===== src/rtl/pswallow_pkg.sv =====
package pswallow_pkg;
  localparam int DEF_A_W = 7;
  localparam int DEF_N_W = 11;
  localparam int DEF_R_W = 14;
  localparam int DEF_P_LO = 64;
  localparam int DEF_P_HI = 128;
  localparam int DEF_MIN_N = 5;
  localparam int DEF_MIN_R = 5;

  typedef enum logic {MOD_LO = 1'b0, MOD_HI = 1'b1} mod_sel_e;
endpackage


===== src/rtl/psw_cfg_slot.sv =====
module psw_cfg_slot #(
  parameter int W = 8,
  parameter logic [W-1:0] RST_VAL = '0
) (
  input  logic         clk_i,
  input  logic         rst_ni,
  input  logic         load_i,
  input  logic         legal_i,
  input  logic [W-1:0] data_i,
  input  logic         apply_i,
  output logic [W-1:0] act_o,
  output logic         err_o
);
  logic [W-1:0] pend_q;
  logic         pend_v_q;

  always_ff @(posedge clk_i or negedge rst_ni) begin
    if (!rst_ni) begin
      act_o    <= RST_VAL;
      pend_q   <= '0;
      pend_v_q <= 1'b0;
      err_o    <= 1'b0;
    end else begin
      if (load_i) err_o <= !legal_i;
      if (apply_i) begin
        // a load landing on the terminal count is taken at once
        if (load_i && legal_i) act_o <= data_i;
        else if (pend_v_q)     act_o <= pend_q;
        pend_v_q <= 1'b0;
      end else if (load_i && legal_i) begin
        pend_q   <= data_i;
        pend_v_q <= 1'b1;
      end
    end
  end

  // rejection flag; also covers R7 on the reference instance
  assert_reject_flag_R6: assert property (@(posedge clk_i) disable iff (!rst_ni)
    (load_i && !legal_i) |=> err_o);
  assert_act_at_term_R5: assert property (@(posedge clk_i) disable iff (!rst_ni)
    !apply_i |=> $stable(act_o));
endmodule


===== src/rtl/psw_prescaler.sv =====
module psw_prescaler import pswallow_pkg::*; #(
  parameter int P_LO = DEF_P_LO,
  parameter int P_HI = DEF_P_HI
) (
  input  logic clk_i,
  input  logic rst_ni,
  input  logic tick_i,
  input  logic psel_i,
  input  logic mod_hi_i,
  output logic cyc_done_o
);
  localparam int PC_W = $clog2(P_HI + 1);

  logic [PC_W-1:0] pc_q;
  logic [PC_W-1:0] last;

  always_comb begin
    last = ((psel_i == MOD_HI) ? PC_W'(P_HI) : PC_W'(P_LO)) - PC_W'(1) + PC_W'(mod_hi_i);
    cyc_done_o = tick_i && (pc_q == last);
  end

  always_ff @(posedge clk_i or negedge rst_ni) begin
    if (!rst_ni)         pc_q <= '0;
    else if (cyc_done_o) pc_q <= '0;
    else if (tick_i)     pc_q <= pc_q + PC_W'(1);
  end

  assert_pc_bound_R1: assert property (@(posedge clk_i) disable iff (!rst_ni)
    int'(pc_q) <= P_HI);
endmodule


===== src/rtl/psw_swallow_ctr.sv =====
module psw_swallow_ctr import pswallow_pkg::*; #(
  parameter int A_W = DEF_A_W,
  parameter int N_W = DEF_N_W
) (
  input  logic           clk_i,
  input  logic           rst_ni,
  input  logic           cyc_done_i,
  input  logic [N_W-1:0] n_i,
  input  logic [A_W-1:0] a_i,
  output logic           mod_hi_o,
  output logic           term_o
);
  logic [N_W-1:0] main_q;
  logic [A_W-1:0] sw_q;

  assign mod_hi_o = sw_q < a_i;
  assign term_o   = cyc_done_i && (main_q == n_i - N_W'(1));

  always_ff @(posedge clk_i or negedge rst_ni) begin
    if (!rst_ni) begin
      main_q <= '0;
      sw_q   <= '0;
    end else if (term_o) begin
      main_q <= '0;
      sw_q   <= '0;
    end else if (cyc_done_i) begin
      main_q <= main_q + N_W'(1);
      if (mod_hi_o) sw_q <= sw_q + A_W'(1);
    end
  end

  assert_sw_bound_R2: assert property (@(posedge clk_i) disable iff (!rst_ni)
    sw_q <= a_i);
  assert_mod_start_R2: assert property (@(posedge clk_i) disable iff (!rst_ni)
    $rose(mod_hi_o) |-> (main_q == '0));
  assert_main_bound_R1: assert property (@(posedge clk_i) disable iff (!rst_ni)
    main_q < n_i);
endmodule


===== src/rtl/psw_ref_ctr.sv =====
module psw_ref_ctr import pswallow_pkg::*; #(
  parameter int R_W = DEF_R_W
) (
  input  logic           clk_i,
  input  logic           rst_ni,
  input  logic           tick_i,
  input  logic [R_W-1:0] r_i,
  output logic           done_o
);
  logic [R_W-1:0] rc_q;

  assign done_o = tick_i && (rc_q == r_i - R_W'(1));

  always_ff @(posedge clk_i or negedge rst_ni) begin
    if (!rst_ni)     rc_q <= '0;
    else if (done_o) rc_q <= '0;
    else if (tick_i) rc_q <= rc_q + R_W'(1);
  end

  assert_rc_bound_R3: assert property (@(posedge clk_i) disable iff (!rst_ni)
    rc_q < r_i);
endmodule


===== src/rtl/pswallow_div.sv =====
module pswallow_div import pswallow_pkg::*; #(
  parameter int A_W   = DEF_A_W,
  parameter int N_W   = DEF_N_W,
  parameter int R_W   = DEF_R_W,
  parameter int P_LO  = DEF_P_LO,
  parameter int P_HI  = DEF_P_HI,
  parameter int MIN_N = DEF_MIN_N,
  parameter int MIN_R = DEF_MIN_R,
  parameter bit RST_PSEL = 1'b0,
  parameter int RST_N = 5,
  parameter int RST_A = 0,
  parameter int RST_R = 5
) (
  input  logic           clk_i,
  input  logic           rst_ni,
  input  logic           vco_tick_i,
  input  logic           ref_tick_i,
  input  logic           psel_i,
  input  logic [N_W-1:0] n_i,
  input  logic [A_W-1:0] a_i,
  input  logic [R_W-1:0] r_i,
  input  logic           load_vco_i,
  input  logic           load_ref_i,
  output logic           vco_div_o,
  output logic           ref_div_o,
  output logic           mod_hi_o,
  output logic           vco_err_o,
  output logic           ref_err_o
);
  localparam int VW = 1 + N_W + A_W;
  localparam logic [VW-1:0] VCO_RST = {RST_PSEL, N_W'(RST_N), A_W'(RST_A)};

  logic [VW-1:0]  vcfg_act;
  logic [R_W-1:0] r_act;
  logic           vco_legal, ref_legal;
  logic           cyc_done, vco_term, ref_done;
  logic           psel_act;
  logic [N_W-1:0] n_act;
  logic [A_W-1:0] a_act;

  assign vco_legal = (n_i >= N_W'(MIN_N)) && (n_i > N_W'(a_i))
                   && (32'(a_i) < (psel_i ? 32'(P_HI) : 32'(P_LO)));
  assign ref_legal = r_i >= R_W'(MIN_R);
  assign {psel_act, n_act, a_act} = vcfg_act;

  psw_cfg_slot #(.W(VW), .RST_VAL(VCO_RST)) i_vco_slot (
    .clk_i, .rst_ni,
    .load_i (load_vco_i),
    .legal_i(vco_legal),
    .data_i ({psel_i, n_i, a_i}),
    .apply_i(vco_term),
    .act_o  (vcfg_act),
    .err_o  (vco_err_o)
  );

  psw_cfg_slot #(.W(R_W), .RST_VAL(R_W'(RST_R))) i_ref_slot (
    .clk_i, .rst_ni,
    .load_i (load_ref_i),
    .legal_i(ref_legal),
    .data_i (r_i),
    .apply_i(ref_done),
    .act_o  (r_act),
    .err_o  (ref_err_o)
  );

  psw_prescaler #(.P_LO(P_LO), .P_HI(P_HI)) i_presc (
    .clk_i, .rst_ni,
    .tick_i    (vco_tick_i),
    .psel_i    (psel_act),
    .mod_hi_i  (mod_hi_o),
    .cyc_done_o(cyc_done)
  );

  psw_swallow_ctr #(.A_W(A_W), .N_W(N_W)) i_swallow (
    .clk_i, .rst_ni,
    .cyc_done_i(cyc_done),
    .n_i       (n_act),
    .a_i       (a_act),
    .mod_hi_o  (mod_hi_o),
    .term_o    (vco_term)
  );

  psw_ref_ctr #(.R_W(R_W)) i_refdiv (
    .clk_i, .rst_ni,
    .tick_i(ref_tick_i),
    .r_i   (r_act),
    .done_o(ref_done)
  );

  always_ff @(posedge clk_i or negedge rst_ni) begin
    if (!rst_ni) begin
      vco_div_o <= 1'b0;
      ref_div_o <= 1'b0;
    end else begin
      vco_div_o <= vco_term;
      ref_div_o <= ref_done;
    end
  end

  assert_vco_pulse_R4: assert property (@(posedge clk_i) disable iff (!rst_ni)
    vco_div_o |=> !vco_div_o);
  assert_ref_pulse_R4: assert property (@(posedge clk_i) disable iff (!rst_ni)
    ref_div_o |=> !ref_div_o);
  assert_ref_reject_R7: assert property (@(posedge clk_i) disable iff (!rst_ni)
    (load_ref_i && (r_i < R_W'(MIN_R))) |=> ref_err_o);
  assert_active_legal_R6: assert property (@(posedge clk_i) disable iff (!rst_ni)
    (n_act > N_W'(a_act)) && (n_act >= N_W'(MIN_N)) && (r_act >= R_W'(MIN_R)));
endmodule


===== config.mk =====
export PLATFORM = sky130hd
export DESIGN_NAME = pswallow_div
export DESIGN_NICKNAME = d
export VERILOG_FILES = /design/src/rtl/pswallow_pkg.sv /design/src/rtl/psw_cfg_slot.sv /design/src/rtl/psw_prescaler.sv /design/src/rtl/psw_swallow_ctr.sv /design/src/rtl/psw_ref_ctr.sv /design/src/rtl/pswallow_div.sv
export SDC_FILE = /design/constraint.sdc
export NUM_CORES = 1
export LEC_CHECK = 0
export BUFFER_PORTS_ARGS = -buffer_cell sky130_fd_sc_hd__buf_2
export CORE_MARGIN = 3
export CORE_UTILIZATION = 40
export DETAILED_ROUTE_END_ITERATION = 8
export SLEW_MARGIN = 15
export SYNTH_ARGS = -nofsm -noshare
export SYNTH_HDL_FRONTEND = slang
export SYNTH_SLANG_ARGS = --single-unit

===== constraint.sdc =====
create_clock -name clk_i -period 5.22 [get_ports clk_i]
set_input_delay 0.522 -clock clk_i [delete_from_list [all_inputs] [get_ports clk_i]]
set_output_delay 0.522 -clock clk_i [all_outputs]
set_load 0.02 [all_outputs]

==> results.py, run 1 <==
metrics = {
    "grt": {
        "grt_pass1_vias": 4559,
        "grt_pass1_wl_um": 22790,
        "grt_max_degree": 58,
        "grt_usage_pct": 16.57,
        "grt-ovfl-total": 0,
        "antenna_found_initial": 0,
    },
    "die": {
        "chipHeight_um": 130.7,
        "die_w_um": 130.7,
        "ioPinCount": 44,
        "initial_core_util_pct": 41.88,
        "core-area_um2": 14860,
        "die_area_um2": 17090,
        "rows": 44,
    },
    "routing": {
        "top_layer_used": "met4",
        "via_per_inst": 5.616,
        "wl_um": 13450,
        "route.detailed.drc": 0,
        "drtIter0Drc": 205,
        "dr_wl_met3_um": 391,
        "route.met2.wl_um": 6678,
        "post_drt_wl_per_cell_um": 16.19,
        "ant_nets": 0,
        "dr.pass1.iters": 5,
        "met1_length_um": 6287,
        "num_vias": 4667,
    },
    "critical_path": {
        "critPathKind": "flop to flop",
        "crit_start": "i_swallow.sw_q[2]",
        "r2r_setup_slack_ns": 0.93,
        "worstRegToRegCells": 13,
        "cp.arrival_ns": 4.53,
        "cp_data_required_time_ns": 5.46,
        "reg2reg_from": "i_swallow.sw_q[2]",
        "startpoint_type": "flop",
        "cp_max_fo": 22,
        "cp-end-kind": "flop",
        "r2r-end": "i_vco_slot.pend_q[6]",
    },
    "yosys": {
        "ys_seq_area_share_pct": 45.11,
        "yosysUniqueCellTypes": 69,
        "synth_area_um2": 6225,
        "syn_nets": 667,
        "synth_seq_cells": 112,
        "post_synth_inst_count": 608,
        "synthTopCellsByArea": "dfrtp_1, xor2_1, mux2_2, xnor2_1, ha_1",
        "yosysTopAreaCellShare_pct": 43.42,
        "yosysMostFrequentCell": "dfrtp_1",
        "synthFlopType": "dfrtp_1",
        "async_flop_share_pct": 100.0,
        "synthTopCellsByCount": "dfrtp_1, nor2_1, nand2_1, xor2_1, xnor2_1",
        "ys.warnings.count": 0,
        "synth_top_area_cell": "dfrtp_1",
        "synth.avg_cell_area_um2": 10.24,
        "synth_edf_count": 0,
    },
    "pwr": {
        "p_total_mw": 2.013,
        "peakVddDrop_mv": 0.1784,
        "p_leak_nw": 3.092,
        "p_per_area_nw_per_um2": 292.6,
    },
    "placement": {
        "gp_routability_congestion": 0.7895,
        "port_buffers": 43,
        "hpwl_um": 9821,
        "dp.cells": 815,
    },
    "finish": {
        "synthToLayoutAreaGrowth_pct": 10.53,
        "antennaDiodeCount": 0,
        "stdcell_count": 831,
        "drive_gt1_share_pct": 17.31,
        "nNetsFinal": 701,
    },
    "timing": {
        "fin_crit_ns": 4.294,
        "period_share_pct": 82.26,
        "slew_violations": 0,
        "setup_tns_ns": 0,
        "rsz0062_at_grt": "no",
        "max_freq_mhz": 232.9,
        "clock_skew_ns": 0.008830,
        "slew_headroom_pct": 38.73,
        "hold_viol": 0,
        "tightest_slew_ns": 0.9191,
        "finalSetupViolations": 0,
    },
    "clock_network": {
        "cts_resized": 0,
        "cts_buffer_depth": 2,
        "htreeDepth": 3,
        "insertion_delay_ns": 0.35,
        "post_cts_buffers": 0,
        "cts-buffers-inserted": 9,
        "clockRootBuffer": "clkbuf_16",
        "path_clk_slew_ns": 0.07,
        "cts_tree": "yes",
        "clock_sinks": 112,
        "cts_hold_buffers": 0,
    },
    "run": {
        "drv_cap": 0,
    },
    "hold_path": {
        "hold_path.class": "input pin to asynchronous set/reset pin",
    },
    "status": {
        "status": "completed",
    },
}
==> area by class of cell <==
cell class | instances | area [um^2]
well taps | 184 | 230.2
inverters | 30 | 112.6
multi-input cells | 442 | 3189
flip-flops and latches | 112 | 2808
repair buffers | 47 | 247.7
clock buffers | 12 | 256.5
clock inverters | 4 | 36.28
fillers | 1412 | 7984
==> worst max-delay path: stages, from the launching register on <==
cell      delay (ns)
dfrtp_1         0.42
ha_1            0.32
a21oi_1         0.13
o21ai_0         0.11
a21oi_2         0.44
ha_1            0.33
xnor2_1         0.15
nand3_1         0.15
nor4_2          0.43
mux2i_1         0.24
nor4_4          0.25
buf_4           0.30
clkinv_1        0.49
a32o_1          0.42
==> metrics by stage <==
stage	hold slack, ns	utilization [%]	setup WS, ns	instance area, um^2
after floorplan	0.2264	-	1.396	6225
after global placement	0.4654	44.32	1.120	6588
after detailed placement	0.4746	44.32	0.9237	6588
after CTS	0.2529	46.29	0.8931	6880
after global routing	0.2843	46.29	0.5236	6880
final	0.2249	46.29	0.9258	6880
==> registers in the layout (all words and copies together), names as in the netlist <==
name                 flops
i_ref_slot.pend_q       14
i_refdiv.rc_q           14
i_vco_slot.pend_v_q      1
i_vco_slot.err_o         1
i_ref_slot.err_o         1
i_ref_slot.pend_v_q      1
i_vco_slot.act_o        19
i_presc.pc_q             8
vco_div_o                1
i_vco_slot.pend_q       19
i_swallow.main_q        11
i_swallow.sw_q           7
i_ref_slot.act_o        14
ref_div_o                1
==> placed cells by master (no fill, tap or decap), types with 19 or more instances in the layout <==
cell	count
dfrtp_1	108
nor2_1	49
buf_2	42
nand2_1	36
xor2_1	32
xnor2_1	30
a21oi_1	29
inv_1	29
mux2_2	24
o21ai_0	20
ha_1	20
nand3_1	19
==> worst max path at each step <==
stage / to / cells after the start
after CTS: i_vco_slot.pend_q[6] / 13
after floorplan: i_vco_slot.pend_q[10] / 14
final: i_vco_slot.pend_q[6] / 13
after global routing: i_vco_slot.pend_q[6] / 13
after detailed placement: i_vco_slot.pend_q[6] / 13
after global placement: i_vco_slot.pend_q[6] / 13
==> power by group <==
group          internal (mW)  switching [mW]  leakage [nW]
combinational          0.144           0.152          1.53
sequential             0.950          0.0839          1.42
clock                  0.358           0.325         0.147
==> metal layers <==
layer  GRT usage [%]  vias up
li1                -     2279
met2           26.93       65
met5               0        -
met4           3.085        0
met1           22.89     2317
met3           3.984        6
==> kinds of logic after synthesis <==
| group | synth area share (%) |
|---|---|
| AND/OR/NAND/NOR | 16.50 |
| adder cells (fa/ha/maj) | 4.020 |
| buffers and inverters | 3.658 |
| AO/OA/AOI/OAI | 14.59 |
| flip-flops | 45.11 |
| XOR/XNOR | 8.724 |
| multiplexers | 7.397 |
No activity file was read; power rests on OpenSTA's default activity.
==> inputs of run 2 (changes only) <==
clock period = 4.4 ns   (was 5.22 ns; I/O delays follow)
==> run 2 against run 1 <==
  * First-iteration DRC count increased by 33%
  * Sequential share of layout area decreased by 0.14 points
  * Non-clock buffer count increased by 2
  * Core utilization increased by 0.16 points
  * Sequential power increased by 19%
  * Clock power increased by 21%
  * Register-to-register slack got worse by 0.35 ns
  * Worst setup slack got worse by 0.35 ns
  * Cell count increased by 0.24%
==> results.py, run 2 (synthesis results as in run 1) <==
metrics = {
    "critical_path": {
        "cp_slowest_cell": "clkinv_1",
        "crit_family": "simple AND/OR/NAND/NOR gates",
        "cp-end-kind": "flop",
        "startpoint_type": "flop",
        "path_cells": "ha_1 > a21oi_1 > o21ai_0 > a21oi_2 > ha_1 > xnor2_1 > nand3_1 > nor4_2 > mux2i_1 > nor4_4 > clkinv_1 > a32o_1",
        "crit_buf_inv": 1,
        "reg2reg_from": "i_swallow.sw_q[2]",
        "crit_cells": 12,
        "critPathMaxStageDelay_ns": 0.54,
        "cp_max_fo": 19,
        "cp.arrival_ns": 4.08,
        "worstRegToRegCells": 12,
        "crit_path_frequent_cell": "ha_1",
        "crit_start": "i_swallow.sw_q[2]",
        "critPathKind": "flop to flop",
        "cp_data_required_time_ns": 4.65,
    },
    "pwr": {
        "switchingPower_mw": 0.7021,
        "p_per_area_nw_per_um2": 348.1,
        "p_sw_share_pct": 29.21,
        "p_seq_share_pct": 51.2,
        "pwr-share-clk_pct": 34.3,
        "p_int_mw": 1.701,
        "p_leak_nw": 3.095,
        "comb_power_share_pct": 14.5,
        "peakVddDrop_mv": 0.2237,
    },
    "clock_network": {
        "cts_buffer_depth": 2,
        "cts-buffers-inserted": 9,
        "insertion_delay_ns": 0.36,
        "clock_sinks": 112,
        "cts_tree": "yes",
        "cts_resized": 0,
        "path_clk_slew_ns": 0.08,
        "htreeDepth": 3,
        "clockRootBuffer": "clkbuf_16",
        "cts_hold_buffers": 0,
        "post_cts_buffers": 0,
    },
    "grt": {
        "grt_pass1_wl_um": 22910,
        "grt_max_degree": 72,
        "antenna_found_initial": 0,
        "grt_pass1_vias": 4624,
        "grt_usage_pct": 16.76,
        "grt-ovfl-total": 0,
    },
    "hold_path": {
        "hold_path.class": "input pin to asynchronous set/reset pin",
    },
    "timing": {
        "slew_violations": 0,
        "clock_skew_ns": 0.01190,
        "fin_crit_ns": 3.829,
        "hold_viol": 0,
        "fin_ws_ns": 0.5713,
        "setup_tns_ns": 0,
        "period_share_pct": 87.02,
        "rsz0062_at_grt": "no",
        "tightest_slew_ns": 0.9032,
        "finalSetupViolations": 0,
        "max_freq_mhz": 261.2,
        "slew_headroom_pct": 39.78,
    },
    "finish": {
        "final_cell_mix": "dfrtp_1, nor2_1, buf_2",
        "reg.largest.list": "i_vco_slot.act_o (19), i_vco_slot.pend_q (19)",
        "synthToLayoutAreaGrowth_pct": 10.91,
        "final_common_cell": "dfrtp_1",
        "drive_gt1_share_pct": 17.72,
        "nNetsFinal": 703,
        "antennaDiodeCount": 0,
    },
    "routing": {
        "dr.pass1.iters": 5,
        "route.detailed.drc": 0,
        "ant_nets": 0,
        "num_vias": 4665,
        "drtIter0Drc": 272,
        "wl_um": 13480,
        "via_per_inst": 5.600,
        "post_drt_wl_per_cell_um": 16.18,
    },
    "die": {
        "rows": 44,
        "die_w_um": 130.7,
        "chipHeight_um": 130.7,
        "core-area_um2": 14860,
        "ioPinCount": 44,
        "die_area_um2": 17090,
        "initial_core_util_pct": 41.88,
    },
    "placement": {
        "hpwl_um": 9753,
        "gp_routability_congestion": 0.8232,
        "place_worst_setup_slack_ns": 0.6075,
        "port_buffers": 43,
    },
    "run": {
        "drv_cap": 0,
    },
    "status": {
        "status": "completed",
    },
}
## run 2: cell types whose count changed in the layout (fill, tap and decap cells not counted), moves of 2 or more
cell	before	now
buf_4	5	7
clkinv_8	0	2
clkbuf_8	2	0
clkinvlp_4	0	2
## run 2: final cells by class
class / instances / area [um^2]
fill: 1379 / 7960
multi-input combinational: 442 / 3189
sequential: 112 / 2808
timing repair buffer: 49 / 262.8
tap: 184 / 230.2
clock buffer: 9 / 225.2
inverter: 30 / 112.6
clock inverter: 7 / 76.32
## run 2: power groups by stage
stage / registers [mW] / logic (mW) / clock network, mW
2_1_floorplan: 1.22 / 0.259 / 0
3_3_place_gp: 1.24 / 0.341 / 0
4_1_cts: 1.23 / 0.354 / 0.845
6_report: 1.23 / 0.350 / 0.824
3_5_place_dp: 1.25 / 0.352 / 0
5_1_grt: 1.25 / 0.397 / 0.897
## run 2: worst paths after layout
| kind | slack, ns | end |
|---|---|---|
| max | 0.57 | i_vco_slot.pend_q[6] |
| max in group asynchronous | 3.13 | i_vco_slot.act_o[9] |
| min | 0.21 | i_swallow.main_q[5] |
| max reg2reg | 0.57 | i_vco_slot.pend_q[6] |
| min reg2reg | 0.48 | i_ref_slot.err_o |
| min in group clk_i | 0.34 | i_vco_slot.err_o |
## run 2: through the flow
| stage | power, mW | cells | hold slack (ns) | instance area (um^2) | util [%] |
|---|---|---|---|---|---|
| 2_1_floorplan | 1.481 | 608 | 0.1444 | 6225 | - |
| 3_3_place_gp | 1.584 | 817 | 0.4671 | 6603 | 44.42 |
| 3_5_place_dp | 1.601 | 817 | 0.4749 | 6603 | 44.42 |
| 4_1_cts | 2.428 | 833 | 0.2486 | 6904 | 46.45 |
| 5_1_grt | 2.540 | 833 | 0.2872 | 6904 | 46.45 |
| 6_report | 2.403 | 833 | 0.2065 | 6904 | 46.45 |
## run 2: metal layers
metal / track usage (%) / wire, um / up-vias / share of wire, %
met5: 0 / 0 / - / 0
met4: 3.630 / 80 / 0 / 0.59
met3: 4.228 / 445 / 6 / 3.3
met2: 27.35 / 6675 / 72 / 50
met1: 22.71 / 6275 / 2311 / 47
li1: - / - / 2276 / -
## run 2: worst reg2reg max path: stages, from the launching register on
cell	delay, ns
dfrtp_1	0.42
ha_1	0.32
a21oi_1	0.13
o21ai_0	0.12
a21oi_2	0.17
ha_1	0.26
xnor2_1	0.16
nand3_1	0.15
nor4_2	0.43
mux2i_1	0.23
nor4_4	0.37
clkinv_1	0.54
a32o_1	0.43
